[src/rtl/mdio_mgmt_pkg.sv]
package mdio_mgmt_pkg;

    localparam int FRAME_BITS = 64;
    localparam int TA_SLOT    = 46;
    localparam int DATA_SLOT  = 48;
    localparam logic [31:0] PREAMBLE = 32'hFFFF_FFFF;

    localparam logic [1:0] SEL_ADDR = 2'd0;
    localparam logic [1:0] SEL_CMD  = 2'd1;
    localparam logic [1:0] SEL_PORT = 2'd2;

    typedef enum logic [1:0] {
        CMD_NONE   = 2'd0,
        CMD_WRITE  = 2'd1,
        CMD_RD_INC = 2'd2,
        CMD_READ   = 2'd3
    } mdio_cmd_e;

    typedef enum logic [1:0] {
        SQ_IDLE,
        SQ_BIT_LOW,
        SQ_BIT_HIGH,
        SQ_DONE
    } seq_state_e;

    typedef struct packed {
        logic [4:0]  dev;
        logic [4:0]  prt;
        logic [15:0] regad;
    } addr_fields_t;

    typedef struct packed {
        logic        busy;
        logic [2:0]  clk_range;
        logic        skip_addr;
        mdio_cmd_e   cmd;
        logic [15:0] data;
    } cmd_fields_t;

    function automatic logic [FRAME_BITS-1:0] frame_c22(
        input mdio_cmd_e   c,
        input logic [4:0]  prt,
        input logic [4:0]  rnum,
        input logic [15:0] d
    );
        logic rd;
        rd = (c != CMD_WRITE);
        return {PREAMBLE, 2'b01, (rd ? 2'b10 : 2'b01), prt, rnum,
                (rd ? 2'b00 : 2'b10), (rd ? 16'h0000 : d)};
    endfunction

    function automatic logic [FRAME_BITS-1:0] frame_c45_addr(
        input logic [4:0]  prt,
        input logic [4:0]  dev,
        input logic [15:0] regad
    );
        return {PREAMBLE, 2'b00, 2'b00, prt, dev, 2'b10, regad};
    endfunction

    function automatic logic [FRAME_BITS-1:0] frame_c45_op(
        input mdio_cmd_e   c,
        input logic [4:0]  prt,
        input logic [4:0]  dev,
        input logic [15:0] d
    );
        logic [1:0] op;
        logic       rd;
        rd = (c != CMD_WRITE);
        unique case (c)
            CMD_WRITE:  op = 2'b01;
            CMD_READ:   op = 2'b11;
            CMD_RD_INC: op = 2'b10;
            default:    op = 2'b00;
        endcase
        return {PREAMBLE, 2'b00, op, prt, dev,
                (rd ? 2'b00 : 2'b10), (rd ? 16'h0000 : d)};
    endfunction

endpackage

[src/rtl/mdio_mgmt_regs.sv]
module mdio_mgmt_regs
    import mdio_mgmt_pkg::*;
#(
    parameter int C22_PORTS = 4,
    parameter int DATA_W    = 32
) (
    input  logic              clk,
    input  logic              rst_n,
    input  logic              reg_wr,
    input  logic [1:0]        reg_sel,
    input  logic [DATA_W-1:0] reg_wdata,
    output logic [DATA_W-1:0] reg_rdata,
    input  logic              done,
    input  logic              rd_valid,
    input  logic [15:0]       rd_data,
    output addr_fields_t      addr_o,
    output cmd_fields_t       cmdf_o,
    output logic              is_c22,
    output logic              launch
);

    localparam int ADDR_W = $bits(addr_fields_t);
    localparam int CMD_W  = $bits(cmd_fields_t);

    addr_fields_t         addr_q;
    cmd_fields_t          cmdf_q;
    logic [C22_PORTS-1:0] port_q;
    logic                 wr_ok;
    logic                 inc_en;
    logic                 go;

    assign wr_ok  = reg_wr && !cmdf_q.busy;
    assign go     = reg_wdata[22] && (reg_wdata[17:16] != 2'b00);
    assign inc_en = (cmdf_q.cmd == CMD_RD_INC) && !is_c22;

    always_comb begin
        is_c22 = 1'b0;
        for (int i = 0; i < C22_PORTS; i++) begin
            if ((addr_q.prt == 5'(i)) && port_q[i]) begin
                is_c22 = 1'b1;
            end
        end
    end

    always_ff @(posedge clk or negedge rst_n) begin
        if (!rst_n) begin
            addr_q <= '0;
            cmdf_q <= '0;
            port_q <= '0;
            launch <= 1'b0;
        end else begin
            launch <= 1'b0;
            if (done) begin
                cmdf_q.busy <= 1'b0;
                if (rd_valid) begin
                    cmdf_q.data <= rd_data;
                end
                if (inc_en) begin
                    addr_q.regad <= addr_q.regad + 16'd1;
                end
            end else if (wr_ok) begin
                unique case (reg_sel)
                    SEL_ADDR: addr_q <= addr_fields_t'(reg_wdata[ADDR_W-1:0]);
                    SEL_CMD: begin
                        cmdf_q.data      <= reg_wdata[15:0];
                        cmdf_q.cmd       <= mdio_cmd_e'(reg_wdata[17:16]);
                        cmdf_q.skip_addr <= reg_wdata[18];
                        cmdf_q.clk_range <= reg_wdata[21:19];
                        cmdf_q.busy      <= go;
                        launch           <= go;
                    end
                    SEL_PORT: port_q <= reg_wdata[C22_PORTS-1:0];
                    default: ;
                endcase
            end
        end
    end

    always_comb begin
        unique case (reg_sel)
            SEL_ADDR: reg_rdata = {{(DATA_W-ADDR_W){1'b0}}, addr_q};
            SEL_CMD:  reg_rdata = {{(DATA_W-CMD_W){1'b0}}, cmdf_q};
            SEL_PORT: reg_rdata = {{(DATA_W-C22_PORTS){1'b0}}, port_q};
            default:  reg_rdata = '0;
        endcase
    end

    assign addr_o = addr_q;
    assign cmdf_o = cmdf_q;

    AST_BUSY_HOLDS_REGS: assert property (@(posedge clk) disable iff (!rst_n)
        (cmdf_q.busy && !done) |=> ($stable(addr_q) && $stable(port_q) && $stable(cmdf_q)));

    AST_BUSY_FALLS_ON_DONE: assert property (@(posedge clk) disable iff (!rst_n)
        $fell(cmdf_q.busy) |-> $past(done));

endmodule

[src/rtl/mdio_mdc_timer.sv]
module mdio_mdc_timer #(
    parameter int BASE_HALF = 2,
    parameter int RANGE_W   = 3
) (
    input  logic               clk,
    input  logic               rst_n,
    input  logic               run,
    input  logic [RANGE_W-1:0] range_sel,
    output logic               tick
);

    localparam int MAX_HALF = BASE_HALF << ((1 << RANGE_W) - 1);
    localparam int CNT_W    = $clog2(MAX_HALF) + 1;

    logic [CNT_W-1:0] cnt_q;
    logic [CNT_W-1:0] limit;

    assign limit = (CNT_W'(BASE_HALF) << range_sel) - CNT_W'(1);
    assign tick  = run && (cnt_q == limit);

    always_ff @(posedge clk or negedge rst_n) begin
        if (!rst_n) begin
            cnt_q <= '0;
        end else if (!run || tick) begin
            cnt_q <= '0;
        end else begin
            cnt_q <= cnt_q + CNT_W'(1);
        end
    end

    AST_TIMER_IN_WINDOW: assert property (@(posedge clk) disable iff (!rst_n)
        run |-> (cnt_q <= limit));

endmodule

[src/rtl/mdio_seq_fsm.sv]
module mdio_seq_fsm
    import mdio_mgmt_pkg::*;
(
    input  logic         clk,
    input  logic         rst_n,
    input  logic         launch,
    input  logic         is_c22,
    input  logic         skip_addr,
    input  mdio_cmd_e    cmd,
    input  addr_fields_t addr,
    input  logic [15:0]  wdata,
    input  logic         tick,
    input  logic         mdio_i,
    output logic         run,
    output logic         mdc,
    output logic         mdio_o,
    output logic         mdio_oe,
    output logic         done,
    output logic         rd_valid,
    output logic [15:0]  rd_data
);

    localparam int BIT_W = $clog2(FRAME_BITS);

    seq_state_e            state_q, state_d;
    logic [FRAME_BITS-1:0] frm_q;
    logic [BIT_W-1:0]      bit_q;
    logic [BIT_W-1:0]      bit_nx;
    logic                  op_phase_q;
    logic                  rd_frame_q;
    logic [15:0]           rd_sh_q;

    logic [FRAME_BITS-1:0] addr_frame;
    logic [FRAME_BITS-1:0] op_frame;
    logic [FRAME_BITS-1:0] first_frame;
    logic                  first_is_addr;
    logic                  op_is_rd;
    logic                  last_bit;

    assign addr_frame    = frame_c45_addr(addr.prt, addr.dev, addr.regad);
    assign op_frame      = is_c22 ? frame_c22(cmd, addr.prt, addr.regad[4:0], wdata)
                                  : frame_c45_op(cmd, addr.prt, addr.dev, wdata);
    assign first_is_addr = !is_c22 && !skip_addr;
    assign first_frame   = first_is_addr ? addr_frame : op_frame;
    assign op_is_rd      = (cmd != CMD_WRITE);
    assign last_bit      = (bit_q == BIT_W'(FRAME_BITS - 1));
    assign bit_nx        = bit_q + BIT_W'(1);

    always_ff @(posedge clk or negedge rst_n) begin
        if (!rst_n) begin
            state_q <= SQ_IDLE;
        end else begin
            state_q <= state_d;
        end
    end

    always_comb begin
        state_d = state_q;
        unique case (state_q)
            SQ_IDLE:     if (launch) state_d = SQ_BIT_LOW;
            SQ_BIT_LOW:  if (tick)   state_d = SQ_BIT_HIGH;
            SQ_BIT_HIGH: if (tick)   state_d = (last_bit && op_phase_q) ? SQ_DONE : SQ_BIT_LOW;
            SQ_DONE:                 state_d = SQ_IDLE;
            default:                 state_d = SQ_IDLE;
        endcase
    end

    always_ff @(posedge clk or negedge rst_n) begin
        if (!rst_n) begin
            frm_q      <= '0;
            bit_q      <= '0;
            op_phase_q <= 1'b0;
            rd_frame_q <= 1'b0;
            rd_sh_q    <= '0;
            mdc        <= 1'b0;
            mdio_o     <= 1'b0;
            mdio_oe    <= 1'b0;
        end else begin
            unique case (state_q)
                SQ_IDLE: begin
                    if (launch) begin
                        frm_q      <= first_frame;
                        bit_q      <= '0;
                        op_phase_q <= !first_is_addr;
                        rd_frame_q <= !first_is_addr && op_is_rd;
                        mdio_o     <= first_frame[FRAME_BITS-1];
                        mdio_oe    <= 1'b1;
                    end
                end
                SQ_BIT_LOW: begin
                    if (tick) begin
                        mdc <= 1'b1;
                        if (rd_frame_q && (bit_q >= BIT_W'(DATA_SLOT))) begin
                            rd_sh_q <= {rd_sh_q[14:0], mdio_i};
                        end
                    end
                end
                SQ_BIT_HIGH: begin
                    if (tick) begin
                        mdc <= 1'b0;
                        if (last_bit && !op_phase_q) begin
                            frm_q      <= op_frame;
                            bit_q      <= '0;
                            op_phase_q <= 1'b1;
                            rd_frame_q <= op_is_rd;
                            mdio_o     <= op_frame[FRAME_BITS-1];
                            mdio_oe    <= 1'b1;
                        end else if (last_bit) begin
                            mdio_o  <= 1'b0;
                            mdio_oe <= 1'b0;
                        end else begin
                            bit_q   <= bit_nx;
                            frm_q   <= {frm_q[FRAME_BITS-2:0], 1'b0};
                            mdio_o  <= frm_q[FRAME_BITS-2];
                            mdio_oe <= !(rd_frame_q && (bit_nx >= BIT_W'(TA_SLOT)));
                        end
                    end
                end
                SQ_DONE: begin
                    mdc     <= 1'b0;
                    mdio_oe <= 1'b0;
                end
                default: ;
            endcase
        end
    end

    assign run      = (state_q == SQ_BIT_LOW) || (state_q == SQ_BIT_HIGH);
    assign done     = (state_q == SQ_DONE);
    assign rd_valid = rd_frame_q;
    assign rd_data  = rd_sh_q;

    AST_IDLE_BUS_QUIET: assert property (@(posedge clk) disable iff (!rst_n)
        (state_q == SQ_IDLE) |-> (!mdc && !mdio_oe));

    AST_LAUNCH_ONLY_IDLE: assert property (@(posedge clk) disable iff (!rst_n)
        launch |-> (state_q == SQ_IDLE));

    AST_PREAMBLE_ONES: assert property (@(posedge clk) disable iff (!rst_n)
        (run && (bit_q < BIT_W'(32))) |-> (mdio_oe && mdio_o));

    AST_READ_RELEASED: assert property (@(posedge clk) disable iff (!rst_n)
        (run && rd_frame_q && (bit_q >= BIT_W'(TA_SLOT))) |-> !mdio_oe);

endmodule

[src/rtl/mdio_mgmt_ctrl.sv]
module mdio_mgmt_ctrl
    import mdio_mgmt_pkg::*;
#(
    parameter int C22_PORTS = 4,
    parameter int BASE_HALF = 2
) (
    input  logic        clk,
    input  logic        rst_n,
    input  logic        reg_wr,
    input  logic [1:0]  reg_sel,
    input  logic [31:0] reg_wdata,
    output logic [31:0] reg_rdata,
    output logic        mdc,
    output logic        mdio_o,
    output logic        mdio_oe,
    input  logic        mdio_i
);

    addr_fields_t addr;
    cmd_fields_t  cmdf;
    logic         is_c22;
    logic         launch;
    logic         done;
    logic         rd_valid;
    logic [15:0]  rd_data;
    logic         run;
    logic         tick;

    mdio_mgmt_regs #(
        .C22_PORTS (C22_PORTS),
        .DATA_W    (32)
    ) u_regs (
        .clk       (clk),
        .rst_n     (rst_n),
        .reg_wr    (reg_wr),
        .reg_sel   (reg_sel),
        .reg_wdata (reg_wdata),
        .reg_rdata (reg_rdata),
        .done      (done),
        .rd_valid  (rd_valid),
        .rd_data   (rd_data),
        .addr_o    (addr),
        .cmdf_o    (cmdf),
        .is_c22    (is_c22),
        .launch    (launch)
    );

    mdio_mdc_timer #(
        .BASE_HALF (BASE_HALF),
        .RANGE_W   (3)
    ) u_timer (
        .clk       (clk),
        .rst_n     (rst_n),
        .run       (run),
        .range_sel (cmdf.clk_range),
        .tick      (tick)
    );

    mdio_seq_fsm u_seq (
        .clk       (clk),
        .rst_n     (rst_n),
        .launch    (launch),
        .is_c22    (is_c22),
        .skip_addr (cmdf.skip_addr),
        .cmd       (cmdf.cmd),
        .addr      (addr),
        .wdata     (cmdf.data),
        .tick      (tick),
        .mdio_i    (mdio_i),
        .run       (run),
        .mdc       (mdc),
        .mdio_o    (mdio_o),
        .mdio_oe   (mdio_oe),
        .done      (done),
        .rd_valid  (rd_valid),
        .rd_data   (rd_data)
    );

endmodule

[config.mk]
export PLATFORM = sky130hd
export DESIGN_NAME = mdio_mgmt_ctrl
export DESIGN_NICKNAME = d
export VERILOG_FILES = /design/src/rtl/mdio_mgmt_pkg.sv /design/src/rtl/mdio_mgmt_regs.sv /design/src/rtl/mdio_mdc_timer.sv /design/src/rtl/mdio_seq_fsm.sv /design/src/rtl/mdio_mgmt_ctrl.sv
export SDC_FILE = /design/constraint.sdc
export NUM_CORES = 1
export LEC_CHECK = 0
export ABC_AREA = 1
export BUFFER_PORTS_ARGS = -buffer_cell sky130_fd_sc_hd__buf_2
export CELL_PAD_IN_SITES_DETAIL_PLACEMENT = 1
export CELL_PAD_IN_SITES_GLOBAL_PLACEMENT = 1
export CORE_UTILIZATION = 24
export CTS_CLUSTER_DIAMETER = 50
export CTS_CLUSTER_SIZE = 12
export DETAILED_ROUTE_END_ITERATION = 7
export PLACE_DENSITY_LB_ADDON = 0.1
export SYNTH_ARGS = -nofsm -noshare
export SYNTH_HDL_FRONTEND = slang
export SYNTH_HIERARCHICAL = 1
export SYNTH_SLANG_ARGS = --single-unit
export TNS_END_PERCENT = 30
[constraint.sdc]
create_clock -name clk -period 4.4 [get_ports clk]
set_input_delay 0 -clock clk [delete_from_list [all_inputs] [get_ports clk]]
set_output_delay 0 -clock clk [all_outputs]
set_load 0.1 [all_outputs]
# == After elaboration in Yosys (flattened, before gate mapping) ==
# Cells that the tools add are included.
# totals
regBits,155
output_inout_bits,35
# classes
addsub,4
order_cmp,2
eq_ne,21
n_shift,1
muxes,60
n_bitwise,1
reduce_logical,46
# ops
cell,count
63-bit two-way mux,4
63-bit case mux with 2 select lines,1
16-bit two-way mux,7
26-bit case mux with 3 select lines,1
31-bit two-way mux,2
23-bit two-way mux,2
3-bit AND reduction,10
1-bit two-way mux,24
6-bit two-way mux,4
16-bit by 1-bit adder with 16-bit output (second input constant),1
1-bit logical AND,14
6-bit >= comparator (second input constant),2
2-bit two-way mux,6
6-bit case mux with 2 select lines,1
2-bit equality test (second input constant),5
5-bit by 2-bit equality test with 1-bit output (second input constant),2
2-bit nonzero test,5
9-bit by 1-bit adder with 9-bit output (second input constant),1
9-bit equality test,1
9-bit two-way mux,1
2-bit by 3-bit << shifter with 9-bit output (first input constant),1
9-bit by 2-bit subtractor with 9-bit output (second input constant),1
2-bit by 1-bit inequality test with 1-bit output (second input constant),4
2-bit case mux with 4 select lines,1
other kinds (17),34

# == Logic depth before layout (Yosys ltp) ==
# Gate-level depths: netlist (run 1).
# depth
depth_word,12
depth_mapped,23
ltp_nobuf,21

# == Modules after synthesis ==
# The synthesis (run 1) kept the hierarchy.
# modules_own_cells
mod,n_inst,cells_per_inst,area_per_inst_um2,seq_area_each_um2
mdio_seq_fsm,1,610,4704.5,2302.2
mdio_mgmt_regs,1,423,3120.5,1351.3
mdio_mdc_timer,1,112,759.5,225.2

# == Worst setup path before layout (run 1) ==
# Ideal clock, no wire load.
# synth_path
kind,register to register
start,"register u_regs.cmdf_q, in the netlist u_regs/cmdf_o[21]"
end,register u_seq.bit_q[0]
arrival_ns,2.533
t_required_ns,4.273
path_slack_ns,1.740
path_stages_with_launch,23
period_less_slack_ns,2.660
cell_sequence,dfrtp_1 > buf_6 > nor3_4 > inv_1 > ha_1 > nand2_1 > inv_1 > nor2_1 > nand3_1 > nor2_1 > nand2_1 > nor2_2 > nand2_2 > nor2_1 > inv_1 > nand2_2 > nand2_2 > a21oi_4 > nand2_4 > buf_6 > buf_6 > nand2_1 > o21ai_1
# synth_between
elab_chain_len,6
# synth_lines
item,line_no,rtl
"start, declared",mdio_mgmt_regs.sv:26,cmd_fields_t cmdf_q;
2-bit by 3-bit << shifter with 9-bit output,mdio_mdc_timer.sv:18,assign limit = (CNT_W'(BASE_HALF) << range_sel) - CNT_W'(1);
9-bit by 2-bit subtractor with 9-bit output,mdio_mdc_timer.sv:18,
9-bit equality test,mdio_mdc_timer.sv:19,assign tick = run && (cnt_q == limit);
1-bit logical AND,mdio_mdc_timer.sv:19,
named net tick,mdio_mgmt_ctrl.sv:27,logic tick;
2-bit inequality test (no line),--,
4-bit AND reduction (no line),--,
"end signal, assigned",mdio_seq_fsm.sv:112,bit_q <= bit_nx;
"end, declared",mdio_seq_fsm.sv:27,logic [BIT_W-1:0] bit_q;
# The timed path passes the listed nets, and every way through them passes these cells.
# A chain may end at the register's enable or synchronous reset.

# == Worst setup path after layout (run 1) ==
# layout_path
start,"register u_regs.cmdf_q, in the netlist u_regs/cmdf_o[20]"
end,register u_seq.frm_q[11]
# layout_between
elab_chain_len,6
# layout_lines
item,line_no,rtl
2-bit by 3-bit << shifter with 9-bit output,mdio_mdc_timer.sv:18,
9-bit by 2-bit subtractor with 9-bit output,mdio_mdc_timer.sv:18,
9-bit equality test,mdio_mdc_timer.sv:19,
1-bit logical AND,mdio_mdc_timer.sv:19,
named net tick,mdio_mgmt_ctrl.sv:27,
2-bit inequality test (no line),--,
4-bit AND reduction (no line),--,
"end signal, assigned",mdio_seq_fsm.sv:82,frm_q <= first_frame;
"end signal, assigned",mdio_seq_fsm.sv:102,frm_q <= op_frame;
"end signal, assigned",mdio_seq_fsm.sv:113,"frm_q <= {frm_q[FRAME_BITS-2:0], 1'b0};"
"end, declared",mdio_seq_fsm.sv:26,logic [FRAME_BITS-1:0] frm_q;
# The timed path passes the listed nets, and every way through them passes these cells.

==> summary by stage, run 1 <==
STA
The number of max-slew violations in the final report is 0. The transition time of the tightest slew-check pin is 1.00 ns. For this run, the top clock speed supported by timing is between 200 and 300 MHz. The worst clock skew is approximately 0.012 ns. The tightest slew margin relative to the limit is 0.332. Final hold analysis gives a worst-case slack of 0.129 ns.

Setup repair after global routing left no endpoint under its margin. The share of the clock period used by the worst path after layout is 0.794. The shortest clock period the worst path allows after layout is ~3.5 ns. The final setup TNS is 0 ns.

The final count of negative-setup-slack endpoints is 0. The hold violation count in the final report came to 0.

Floorplanning
The horizontal die dimension is ~190 um. The total core area is 34900 um^2. 73 I/O pins were placed. The initial utilization of the core area, before any placement, comes to 0.246.

The number of placement rows is between 60 and 70. The die covers 36500 um^2. The overall die height is 191 um.

Detailed routing
The number of remaining DRC errors is 0. The number of DRC markers after the initial detailed-route iteration is 369. The total routed wire length on the met1 layer is 14500 um. Detailed routing placed a total of ~630 um of wire on met3. Summed over all layers, the routed wires come to 27800 um. The antenna violation net count after detailed routing is 0.

Signal routing reaches up to met4. The detailed-routing iteration count for the pre-antenna-repair pass is 4. Wire segments on met2 add up to 12500 um in the final route. Dividing the detail-routed wire length by the instance count gives 16.6 um.

In the routed layout, each cell is associated on average with a via count of 4.47. Detailed routing inserted a total of 7499 vias.

Critical path
STA classifies the critical path endpoint as a flop. In this run the number of cells on the critical path is 21. The delay of the slowest cell on the worst path is around 0.66 ns. In this run the register-to-register setup slack is 0.91 ns. The buffering stage count on the worst path with inverters included is 4.

Data arrives at the worst endpoint at 3.80 ns. The category of the critical setup timing path is reg2reg. The data required time of the worst path is between 4 and 5 ns. In this run the worst path has a maximum fanout of 97.

The launching instance or port of the critical path is u_regs/cmdf_o[20]. On the critical path, the stage with the largest delay is an instance of sky130_fd_sc_hd__dfrtp_1. The sort of element at the start of the critical path is a flop.

In this design, the critical path's most frequently occurring cell is sky130_fd_sc_hd__nand2_1. The critical path goes through inv_1 > nand3_1 > ha_1 > inv_2 > nand2_1 > nand2_1 > nand2_1 > nand2_1 > nor2_1 > nand2_1 > nor2_2 > nand2_2 > nor2_1 > inv_1 > nand2_2 > nand2_2 > a21oi_4 > nand2_4 > buf_4 > a21oi_1 > a21oi_1. Among cell families on the critical path, the largest total delay comes from simple AND/OR/NAND/NOR gates.

The depth of the worst register-to-register path is 21. The worst flop-to-flop path startpoint is u_regs/cmdf_o[20]. The endpoint identified for the worst register-to-register timing path is u_seq/frm_q[11]. Following the worst setup path forward leads to its endpoint at u_seq/frm_q[11].

Synth
In this run, synthesis inferred 0 flip-flops with an integrated enable. The register area share after synthesis is 0.452. Averaged over all synthesized cells, the footprint is about 7.5 um^2.

The count of state elements after synthesis is 155. In the synthesized netlist the async set-or-reset flop fraction comes to 1.00. The main flop type after synthesis is sky130_fd_sc_hd__dfrtp_1. Synthesis produced a netlist whose cell count is 1145. The number of distinct library cells after synthesis is between 40 and 50.

The area of the mapped netlist is between 8000 and 9000 um^2. The Yosys warning count is 6.

Clock network
The clock net in this run drives a total of 155 sinks. The CTS buffer count is 17. The buffer count from post-CTS setup fixing is 0.

The clock tree root buffer cell is sky130_fd_sc_hd__clkbuf_16. At the later pin of the worst-skew pair, clock insertion delay measures 0.44 ns. The clock passes through at most 2 buffers. After clock tree synthesis, the clock-pin slew on the worst setup and hold paths is 0.07 ns.

The maximum level of the CTS H-tree is 4. TritonCTS built the clock tree. Post-CTS repair changed the size of 0 cells. Buffers inserted to repair hold after CTS numbered 28.

Global route
The number of global-route vias before repair was 7841. The number of antenna violations at the first check in global routing is 0. Entering global routing, the biggest net connects 98 pins.

Global routing finished with a remaining overflow of 0. Across every metal layer, demand over resource in global routing totals 0.163. The first global-routing pass estimated 45400 um of wire.

Pwr
In this run the power density over the cells is about 320 nW/um^2. The analysis attributes to cell leakage a power of approximately 5.3 nW. The maximum vdd ir drop is between 0.2 and 0.25 mV.

The sum of internal, switching and leakage power is roughly 3.3 mW.

Final layout
Compared with the post-synthesis result, the final layout area differs by 17.6%. The ratio of cells with drive above 1 in the final layout is 0.129. The finished layout holds 1677 standard cells, fillers aside.

The final net count is ~1300. The repair_antennas step left the layout with diodes totalling 0.

Placement
Routability-driven placement finished with a final weighted congestion of 0.747. In this run the tool buffered the top-level ports with 60 buffer cells. Detailed placement finished with a half-perimeter wire length of 19000 um. The number of placed instances with taps included is 1618.

Flow run
The total of max-cap violations is 0.

Min path
The tightest min-delay check is of the in2reg type.

Run status
The flow ran to the end, and the final reports show no timing, DRC or antenna violations.
-- per-layer routing --
| layer | up-vias | GRT usage |
|---|---|---|
| met4 | 0 | 0.0330 |
| met5 | - | 0 |
| met3 | 10 | 0.0301 |
| met2 | 77 | 0.251 |
| met1 | 3632 | 0.236 |
| li1 | 3780 | - |
-- cells in the final DEF (no fill, tap or decap), drive strengths merged --
master / count
o31ai: 1
conb: 6
a31oi: 2
a22o: 2
a31o: 1
mux2: 1
o22ai: 16
bufinv: 4
o221ai: 12
o211ai: 9
a22oi: 2
xor2: 2
nand3: 62
clkinv: 4
nor3: 7
clkinvlp: 3
ha: 9
o21ai: 132
nor2: 133
o21bai: 1
nand4: 12
dlygate4sd3: 28
inv: 165
or2: 3
xnor2: 1
buf: 72
clkbuf: 20
a21oi: 67
dfrtp: 155
nand2: 290
-- cell type report --
| type | instances | area (um^2) |
|---|---|---|
| fill | 4295 | 24800 |
| sequential | 155 | 3880 |
| multi-input combinational | 771 | 3730 |
| timing repair buffer | 100 | 677 |
| inverter | 165 | 619 |
| tap | 455 | 569 |
| clock buffer | 20 | 447 |
| clock inverter | 11 | 170 |
-- cell families after synthesis --
family,synth area share
fa+ha+maj,0.0131
mux,0.00175
other cells,0.000437
compound gates,0.157
flops,0.452
xor+xnor,0.00306
simple gates,0.256
buf+inv,0.116
-- worst min-delay path by stage --
stage | startpoint | end | slack [ns] | cells after the start
global placement | rst_n | u_timer/cnt_q[1] | 0.13 | 1
floorplan | rst_n | u_regs/addr_o[0] | -0.30 | 0
detailed placement | rst_n | u_timer/cnt_q[2] | 0.13 | 1
global route | reg_wr | u_regs/port_q[1] | 0.19 | 5
CTS | reg_wr | u_regs/port_q[0] | 0.09 | 5
finish | reg_wr | u_regs/port_q[0] | 0.13 | 5
-- power by group --
part,total [mW],internal (mW),switching [mW]
Clock,1.60,0.962,0.637
Combinational,0.230,0.0444,0.186
Sequential,1.42,1.42,0
Total,3.25,2.43,0.823
-- registers in the layout, indices dropped and copies added (netlist names) --
register,cells
u_regs/addr_o,26
u_regs/cmdf_o,23
u_regs/launch,1
u_regs/port_q,4
u_seq/bit_q,6
u_seq/frm_q,63
u_seq/mdc,1
u_seq/mdio_o,1
u_seq/mdio_oe,1
u_seq/op_phase_q,1
u_seq/rd_data,16
u_seq/rd_valid,1
u_seq/state_q,2
u_timer/cnt_q,9
-- through the flow --
step	utilization	setup slack, ns	area (um^2)
2_1_floorplan	-	1.74	8600
3_3_place_gp	0.264	0.906	9200
3_5_place_dp	0.264	0.899	9200
4_1_cts	0.289	0.852	10100
5_1_grt	0.289	0.392	10100
6_report	0.289	0.907	10100
-- Yosys cell counts, types with 12 or more instances --
master	n	area (um^2)
sky130_fd_sc_hd__a21oi_1	66	330
sky130_fd_sc_hd__buf_2	18	90.1
sky130_fd_sc_hd__buf_4	13	97.6
sky130_fd_sc_hd__clkbuf_1	12	45.0
sky130_fd_sc_hd__dfrtp_1	155	3880
sky130_fd_sc_hd__inv_1	155	582
sky130_fd_sc_hd__nand2_1	274	1030
sky130_fd_sc_hd__nand3_1	61	305
sky130_fd_sc_hd__nor2_1	114	428
sky130_fd_sc_hd__nor2_2	17	106
sky130_fd_sc_hd__o21ai_0	76	380
sky130_fd_sc_hd__o21ai_1	56	280
sky130_fd_sc_hd__o221ai_1	12	105
sky130_fd_sc_hd__o22ai_1	16	100
-- worst register-to-register path, cell delays in order, from the launching register on --
cell                      delay, ns
sky130_fd_sc_hd__dfrtp_1       0.66
sky130_fd_sc_hd__inv_1         0.14
sky130_fd_sc_hd__nand3_1       0.12
sky130_fd_sc_hd__ha_1          0.31
sky130_fd_sc_hd__inv_2         0.08
sky130_fd_sc_hd__nand2_1       0.06
sky130_fd_sc_hd__nand2_1       0.05
sky130_fd_sc_hd__nand2_1       0.05
sky130_fd_sc_hd__nand2_1       0.06
sky130_fd_sc_hd__nor2_1        0.09
sky130_fd_sc_hd__nand2_1       0.08
sky130_fd_sc_hd__nor2_2        0.09
sky130_fd_sc_hd__nand2_2       0.08
sky130_fd_sc_hd__nor2_1        0.16
sky130_fd_sc_hd__inv_1         0.09
sky130_fd_sc_hd__nand2_2       0.07
sky130_fd_sc_hd__nand2_2       0.09
sky130_fd_sc_hd__a21oi_4       0.19
sky130_fd_sc_hd__nand2_4       0.06
sky130_fd_sc_hd__buf_4         0.41
sky130_fd_sc_hd__a21oi_1       0.33
sky130_fd_sc_hd__a21oi_1       0.09
No activity file was read; power rests on OpenSTA's default activity.
==> run 2, diff against run 1 <==
clock period = 3.53 ns   (was 4.4 ns; I/O delays follow)
==> summary by stage, run 2 (synthesis gave the netlist of run 1 again) <==
Clock network
The clock tree root buffer cell is sky130_fd_sc_hd__clkbuf_16 (unchanged). The largest buffer count on any clock path was 2 (unchanged). The insertion delay to the later sink of the worst-skew pair is 0.43 ns (was 0.44 ns). The buffer count from post-CTS setup fixing was 0 (unchanged). The TritonCTS clock tree is done (unchanged). The maximum level of the CTS H-tree is 4 (unchanged). The CTS buffer count is 17 (unchanged). The CTS sink count is 155 (unchanged). The clock slew seen by the registers of the worst setup and hold paths is 0.06 ns (was 0.07 ns).

Detailed routing
The number of DRC markers after the initial detailed-route iteration is 328 (was 369). The average wire per cell in the routed design is 16.7 um (was 16.6 um). The via count normalized by instance count came to 4.50 (was 4.47).

The total number of vias is 7579 (was 7499). The antenna violation net count after detailed routing is 0 (unchanged). The wire length after detailed routing was 28100 um (was 27800 um). The detailed-routing iteration count for the pre-antenna-repair pass is 4 (unchanged). The number of remaining DRC errors is 0 (unchanged).

Pwr
The ratio of total power to cell area is 388 nW/um^2 (was 322 nW/um^2). The fraction of power spent switching nets came to 0.263 (was 0.253). The leakage power total is 5.29 nW (was 5.26 nW). The net switching component of the power is 1.03 mW (was 0.823 mW). The internal cell power is 2.89 mW (was 2.43 mW).

The sequential fraction of design power came to 0.453 (was 0.438). The share of power burned in the clock network is 0.473 (was 0.491). The share of total power in combinational logic was 0.074 (was 0.071). The maximum vdd ir drop came to 0.329 mV (was 0.231 mV).

Placement
The global placer's final weighted congestion is 0.725 (was 0.747). The count of buffers from port buffering is 60 (unchanged). The pre-CTS worst setup slack is 0.324 ns (was 0.899 ns). The number of placed instances with taps included was 1624 (was 1618). The final HPWL from detailed placement is 19300 um (was 19000 um).

Global route
The most congested layer reported by global routing was met2 (unchanged). The global-route wire length before repair came to 46200 um (was 45400 um). The remaining global-route overflow is 0 (unchanged).

The pin count of the biggest net entering global routing came to 75 (was 98). The total routing resource utilization after global routing is 0.165 (was 0.163). The number of global-route vias before repair was 7904 (was 7841).

The met2 routing resource usage after global routing is 0.257 (was 0.251). The met1 layer usage reported by global route is 0.236 (about the same). The number of antenna violations at the first check in global routing is 0 (unchanged). The met3 track demand over resource is 0.0237 (was 0.0301).

Critical path
The data required time of the worst path is 3.89 ns (was 4.71 ns). The cell seen most often among critical-path stages is sky130_fd_sc_hd__nand2_1 (unchanged). The category of the critical setup timing path is reg2reg (unchanged). The buffering stage count on the worst path with inverters included came to 4 (unchanged). Cell-by-cell trace of the critical path: nor3_4 > inv_1 > ha_1 > nand2_1 > nand2_1 > nand2_1 > nand2_1 > nor2_1 > nand2_1 > nor2_2 > nand2_2 > nor2_1 > inv_1 > nand2_2 > nand2_2 > a21oi_4 > nand2_4 > clkinv_2 > buf_4 > o21ai_1 > o21ai_1 (was inv_1 > nand3_1 > ha_1 > inv_2 > nand2_1 > nand2_1 > nand2_1 > nand2_1 > nor2_1 > nand2_1 > nor2_2 > nand2_2 > nor2_1 > inv_1 > nand2_2 > nand2_2 > a21oi_4 > nand2_4 > buf_4 > a21oi_1 > a21oi_1). The sort of element at the start of the critical path is a flop (unchanged).

The arrival time of the worst setup path is 3.42 ns (was 3.80 ns). The delay of the slowest cell on the worst path came to 0.49 ns (was 0.66 ns). The largest delay contributor family on the critical path is simple AND/OR/NAND/NOR gates (unchanged). The slowest cell on the critical path is sky130_fd_sc_hd__dfrtp_1 (unchanged). The largest driver fanout on the critical path came to 14 (was 97).

The critical path capture point type is a flop (unchanged).

Floorplanning
The initial core utilization is 0.246 (unchanged). The total core area is 34900 um^2 (unchanged). The number of placement rows is 68 (unchanged).

The overall die height is 191 um (unchanged). The total die area is 36500 um^2 (unchanged). The horizontal die dimension came to 191 um (unchanged).

The I/O pin count is 73 (unchanged).

Final layout
The ratio of cells with drive above 1 in the final layout came to 0.134 (was 0.129). The most common cell after layout, fill and taps aside is sky130_fd_sc_hd__nand2_1 (unchanged). The area overhead of the layout relative to synthesis is 17.7% (was 17.6%).

The most flop-heavy register is u_seq/frm_q (unchanged). The antenna diode count is 0 (unchanged). The final net count is 1263 (was 1257). The flip-flop count of the largest register after layout is 63 (unchanged). The non-filler instance count after layout is 1684 (was 1677).

Commonest cells after routing, fill and taps aside: sky130_fd_sc_hd__nand2_1, sky130_fd_sc_hd__inv_1, sky130_fd_sc_hd__dfrtp_1, sky130_fd_sc_hd__nor2_1, sky130_fd_sc_hd__o21ai_0 (unchanged).

STA
Setup repair after global routing missed its margin: false (unchanged). The hold violation count in the final report is 0 (unchanged). The maximum clock frequency is 326 MHz (was 286 MHz). The final count of negative-setup-slack endpoints came to 0 (unchanged). The final setup TNS was 0 ns (unchanged). The share of the clock period used by the worst path after layout was 0.868 (was 0.794). The hold slack is 0.119 ns (was 0.129 ns). The worst clock skew is 0.00749 ns (was 0.0125 ns). The transition time of the tightest slew-check pin is 1.02 ns (was 1.00 ns). The shortest clock period the worst path allows after layout is 3.06 ns (was 3.49 ns). The tightest slew margin relative to the limit is 0.322 (was 0.332). The final setup slack of the worst path came to 0.467 ns (was 0.907 ns). The number of max-slew violations in the final report is 0 (unchanged).

Flow run
The total of max-cap violations is 0 (unchanged).

Min path
The worst min-delay path category is in2reg (unchanged).

Run status
Status: complete, no violations (unchanged).
## run 2: worst paths after layout
| path | start | to | slack (ns) | cells past startpoint |
|---|---|---|---|---|
| max reg2reg | u_regs/cmdf_o[21] | u_seq/frm_q[24] | 0.47 | 21 |
| min reg2reg | u_seq/frm_q[31] | u_seq/frm_q[31] | 0.48 | 2 |
| min | reg_wr | u_regs/port_q[2] | 0.12 | 5 |
| max | u_regs/cmdf_o[21] | u_seq/frm_q[24] | 0.47 | 21 |
| min in group asynchronous | rst_n | u_timer/cnt_q[4] | 0.16 | 2 |
| max in group asynchronous | rst_n | u_seq/bit_q[3] | 2.43 | 4 |
## run 2: metrics by stage
stage | cell area, um^2 | util | power, mW
CTS | 10100 | 0.290 | 4.01
global placement | 9250 | 0.265 | 2.08
detailed placement | 9250 | 0.265 | 2.08
floorplan | 8600 | - | 1.99
finish | 10100 | 0.290 | 3.92
global route | 10100 | 0.290 | 4.09
## run 2: layout make-up
type	instances	area, um^2
Fill cell	4255	24800
Sequential cell	155	3880
Tap cell	455	569
Clock buffer	20	447
Clock inverter	12	123
Inverter	165	621
Timing Repair Buffer	106	738
Multi-Input combinational cell	771	3730
## run 2: metal layers
| layer | share of wire | vias up |
|---|---|---|
| met1 | 0.51 | 3673 |
| met5 | 0 | - |
| li1 | - | 3786 |
| met4 | 0.015 | 0 |
| met3 | 0.024 | 19 |
| met2 | 0.45 | 101 |
## run 2: repair_timing
action / 4_1_cts / 5_1_grt
endpoints found under the hold margin: 121 / 0
resized for setup: 0 / 2
hold buffers: 28 / 0
endpoints found under the setup margin: 0 / 11
## run 2: tightest hold or removal path: cells and delay by family
| kind | cells | cell delay (ns) |
|---|---|---|
| AOI/OAI and AO/OA | 1 | 0.10 |
| buffers and inverters | 1 | 0.10 |
| and+or+nand+nor | 3 | 0.30 |
## run 2: power groups by stage
stage / registers, mW / clock network, mW / logic [mW]
after floorplan: 1.81 / 0 / 0.176
after global placement: 1.81 / 0 / 0.274
after detailed placement: 1.81 / 0 / 0.274
after CTS: 1.78 / 1.93 / 0.298
after global routing: 1.77 / 2.00 / 0.312
final: 1.78 / 1.86 / 0.292
==> run 3, diff against run 2 <==
CTS_BUF_LIST = sky130_fd_sc_hd__clkbuf_8 sky130_fd_sc_hd__clkbuf_16   (was unset)
==> summary by stage, run 3 (synthesis gave the netlist of run 1 again) <==
Min path
The worst min-delay path category was in2reg (unchanged). The startpoint of the most critical hold path is reg_wr (unchanged). The worst hold path cell count is 5 (unchanged). The worst-case hold path end point was u_regs/port_q[2] (unchanged).

STA
The worst clock skew is 0.00752 ns (was 0.00749 ns). The number of max-slew violations in the final report is 0 (unchanged). The final setup TNS is 0 ns (unchanged). The shortest clock period the worst path allows after layout is 3.06 ns (about the same).

The tightest slew margin relative to the limit came to 0.322 (about the same). The final count of negative-setup-slack endpoints is 0 (unchanged). Setup repair after global routing missed its margin: false (unchanged). The share of the clock period used by the worst path after layout was 0.868 (about the same). The transition time of the tightest slew-check pin is 1.02 ns (about the same). The maximum clock frequency was 326 MHz (about the same). The hold violation count in the final report is 0 (unchanged).

Critical path
The worst setup slack for register-to-register paths came to 0.47 ns (about the same). The delay of the slowest cell on the worst path is 0.49 ns (about the same). The category of the critical setup timing path is reg2reg (unchanged). The worst flop-to-flop path startpoint is u_regs/cmdf_o[21] (unchanged). The capture point of the worst reg-to-reg path was u_seq/frm_q[24] (unchanged). Cell-by-cell trace of the critical path: nor3_4 > inv_1 > ha_1 > nand2_1 > nand2_1 > nand2_1 > nand2_1 > nor2_1 > nand2_1 > nor2_2 > nand2_2 > nor2_1 > inv_1 > nand2_2 > nand2_2 > a21oi_4 > nand2_4 > clkinv_2 > buf_4 > o21ai_1 > o21ai_1 (unchanged). The largest driver fanout on the critical path was 14 (unchanged). The depth of the worst register-to-register path is 21 (unchanged). The critical path capture point type is a flop (unchanged). The data required time of the worst path is 3.89 ns (about the same). The arrival time of the worst setup path is 3.42 ns (about the same). The sort of element at the start of the critical path is a flop (unchanged). The slowest cell on the critical path is sky130_fd_sc_hd__dfrtp_1 (unchanged). The cell seen most often among critical-path stages was sky130_fd_sc_hd__nand2_1 (unchanged).

Floorplanning
The initial core utilization is 0.246 (unchanged). The total core area is 34900 um^2 (unchanged). The total die area came to 36500 um^2 (unchanged). The overall die height is 191 um (unchanged).

The horizontal die dimension is 191 um (unchanged). The I/O pin count came to 73 (unchanged). The number of placement rows is 68 (unchanged).

Placement
The total placed instance area is 9250 um^2 (unchanged). The global placer's final weighted congestion came to 0.725 (unchanged). The count of buffers from port buffering is 60 (unchanged). The final HPWL from detailed placement is 19300 um (unchanged).

Detailed routing
The number of remaining DRC errors is 0 (unchanged). The via count normalized by instance count is 4.50 (about the same). The average wire per cell in the routed design came to 16.7 um (about the same). The detailed-routing iteration count for the pre-antenna-repair pass is 4 (unchanged).

The total number of vias was 7574 (was 7579). The number of DRC markers after the initial detailed-route iteration is 328 (unchanged). The wire length after detailed routing came to 28100 um (about the same). The antenna violation net count after detailed routing is 0 (unchanged).

Final layout
The most common cell after layout, fill and taps aside is sky130_fd_sc_hd__nand2_1 (unchanged). The ratio of cells with drive above 1 in the final layout came to 0.134 (unchanged). The antenna diode count is 0 (unchanged). The most flop-heavy register is u_seq/frm_q (unchanged). The flip-flop count of the largest register after layout was 63 (unchanged). Commonest cells after routing, fill and taps aside: sky130_fd_sc_hd__nand2_1, sky130_fd_sc_hd__inv_1, sky130_fd_sc_hd__dfrtp_1, sky130_fd_sc_hd__nor2_1, sky130_fd_sc_hd__o21ai_0 (unchanged). The area overhead of the layout relative to synthesis was 17.7% (unchanged). The final net count was 1263 (unchanged). The layout filler cell count came to 4255 (unchanged). The final design area excluding fillers is 10100 um^2 (unchanged).

Clock network
The CTS sink count is 155 (unchanged). The insertion delay to the later sink of the worst-skew pair is 0.43 ns (about the same). The CTS buffer count is 17 (unchanged). The maximum level of the CTS H-tree was 4 (unchanged).

The clock tree root buffer cell is sky130_fd_sc_hd__clkbuf_16 (unchanged). The TritonCTS clock tree is done (unchanged). The clock slew seen by the registers of the worst setup and hold paths is 0.06 ns (about the same). The largest buffer count on any clock path is 2 (unchanged).

Global route
The total routing resource utilization after global routing was 0.165 (unchanged). The remaining global-route overflow is 0 (unchanged). The number of global-route vias before repair is 7904 (unchanged). The global-route wire length before repair is 46200 um (unchanged). The pin count of the biggest net entering global routing is 75 (unchanged). The number of antenna violations at the first check in global routing is 0 (unchanged).

Pwr
The maximum vdd ir drop came to 0.329 mV (about the same). The leakage power total came to 5.29 nW (about the same). The ratio of total power to cell area came to 388 nW/um^2 (about the same).

Flow run
The total of max-cap violations is 0 (unchanged).

Run status
Status: complete, no violations (unchanged).
[run 3: changes by cell type in the layout (fill, tap and decap cells not counted)]
cell / previous run / this run
sky130_fd_sc_hd__inv_1: 155 / 157
sky130_fd_sc_hd__clkbuf_1: 2 / 0
[run 3: repair_timing]
| action | CTS | global route |
|---|---|---|
| setup buffers | 0 | 0 |
| setup endpoints to repair | 0 | 11 |
| endpoints found under the hold margin | 121 | 0 |
| hold buffers | 28 | 0 |
| resized for setup | 0 | 2 |
[run 3: area by class of cell]
cell class | instances | area [um^2] | area share
Sequential cell | 155 | 3880 | 0.384
Multi-Input combinational cell | 771 | 3730 | 0.369
Timing Repair Buffer | 106 | 738 | 0.0730
Inverter | 165 | 621 | 0.0614
Tap cell | 455 | 569 | 0.0563
Clock buffer | 18 | 439 | 0.0435
Clock inverter | 14 | 130 | 0.0129
[run 3: worst max-delay path: cells and delay by family (launching register included)]
family,cells,cell delay [ns]
buffers and inverters,4,0.55
AOI/OAI and AO/OA,3,0.41
DFF,1,0.49
adders and majority gates,1,0.30
and+or+nand+nor,13,1.21
[run 3: stage by stage]
stage	cells	utilization	hold WS [ns]	power [mW]	worst slack, ns
finish	1684	0.290	0.119	3.92	0.467
floorplan	1150	-	-0.296	1.99	0.870
global route	1684	0.290	0.172	4.08	0.0358
CTS	1684	0.290	0.0906	4.00	0.302
global placement	1624	0.265	0.103	2.08	0.374
detailed placement	1624	0.265	0.0980	2.08	0.324
[run 3: routing by layer]
layer | track usage | up-vias | wire, um
li1 | - | 3786 | -
met1 | 0.236 | 3675 | 14400
met2 | 0.257 | 94 | 12600
met3 | 0.0237 | 19 | 647
met4 | 0.0479 | 0 | 421
met5 | 0 | - | 0
[run 3: power by group]
group / switching, mW / total [mW] / internal [mW]
clock network: 0.800 / 1.85 / 1.05
registers: 0 / 1.78 / 1.78
logic: 0.233 / 0.292 / 0.0592
total: 1.03 / 3.92 / 2.89
[run 3: worst max-delay path by stage]
| stage | start | slack, ns | to |
|---|---|---|---|
| 3_3_place_gp | u_regs/cmdf_o[21] | 0.37 | u_seq/frm_q[13] |
| 4_1_cts | u_regs/cmdf_o[21] | 0.30 | u_seq/frm_q[10] |
| 6_report | u_regs/cmdf_o[21] | 0.47 | u_seq/frm_q[24] |
| 3_5_place_dp | u_regs/cmdf_o[21] | 0.32 | u_seq/frm_q[9] |
| 5_1_grt | u_regs/cmdf_o[21] | 0.04 | u_seq/frm_q[23] |
| 2_1_floorplan | u_regs/cmdf_o[21] | 0.87 | u_seq/bit_q[0] |
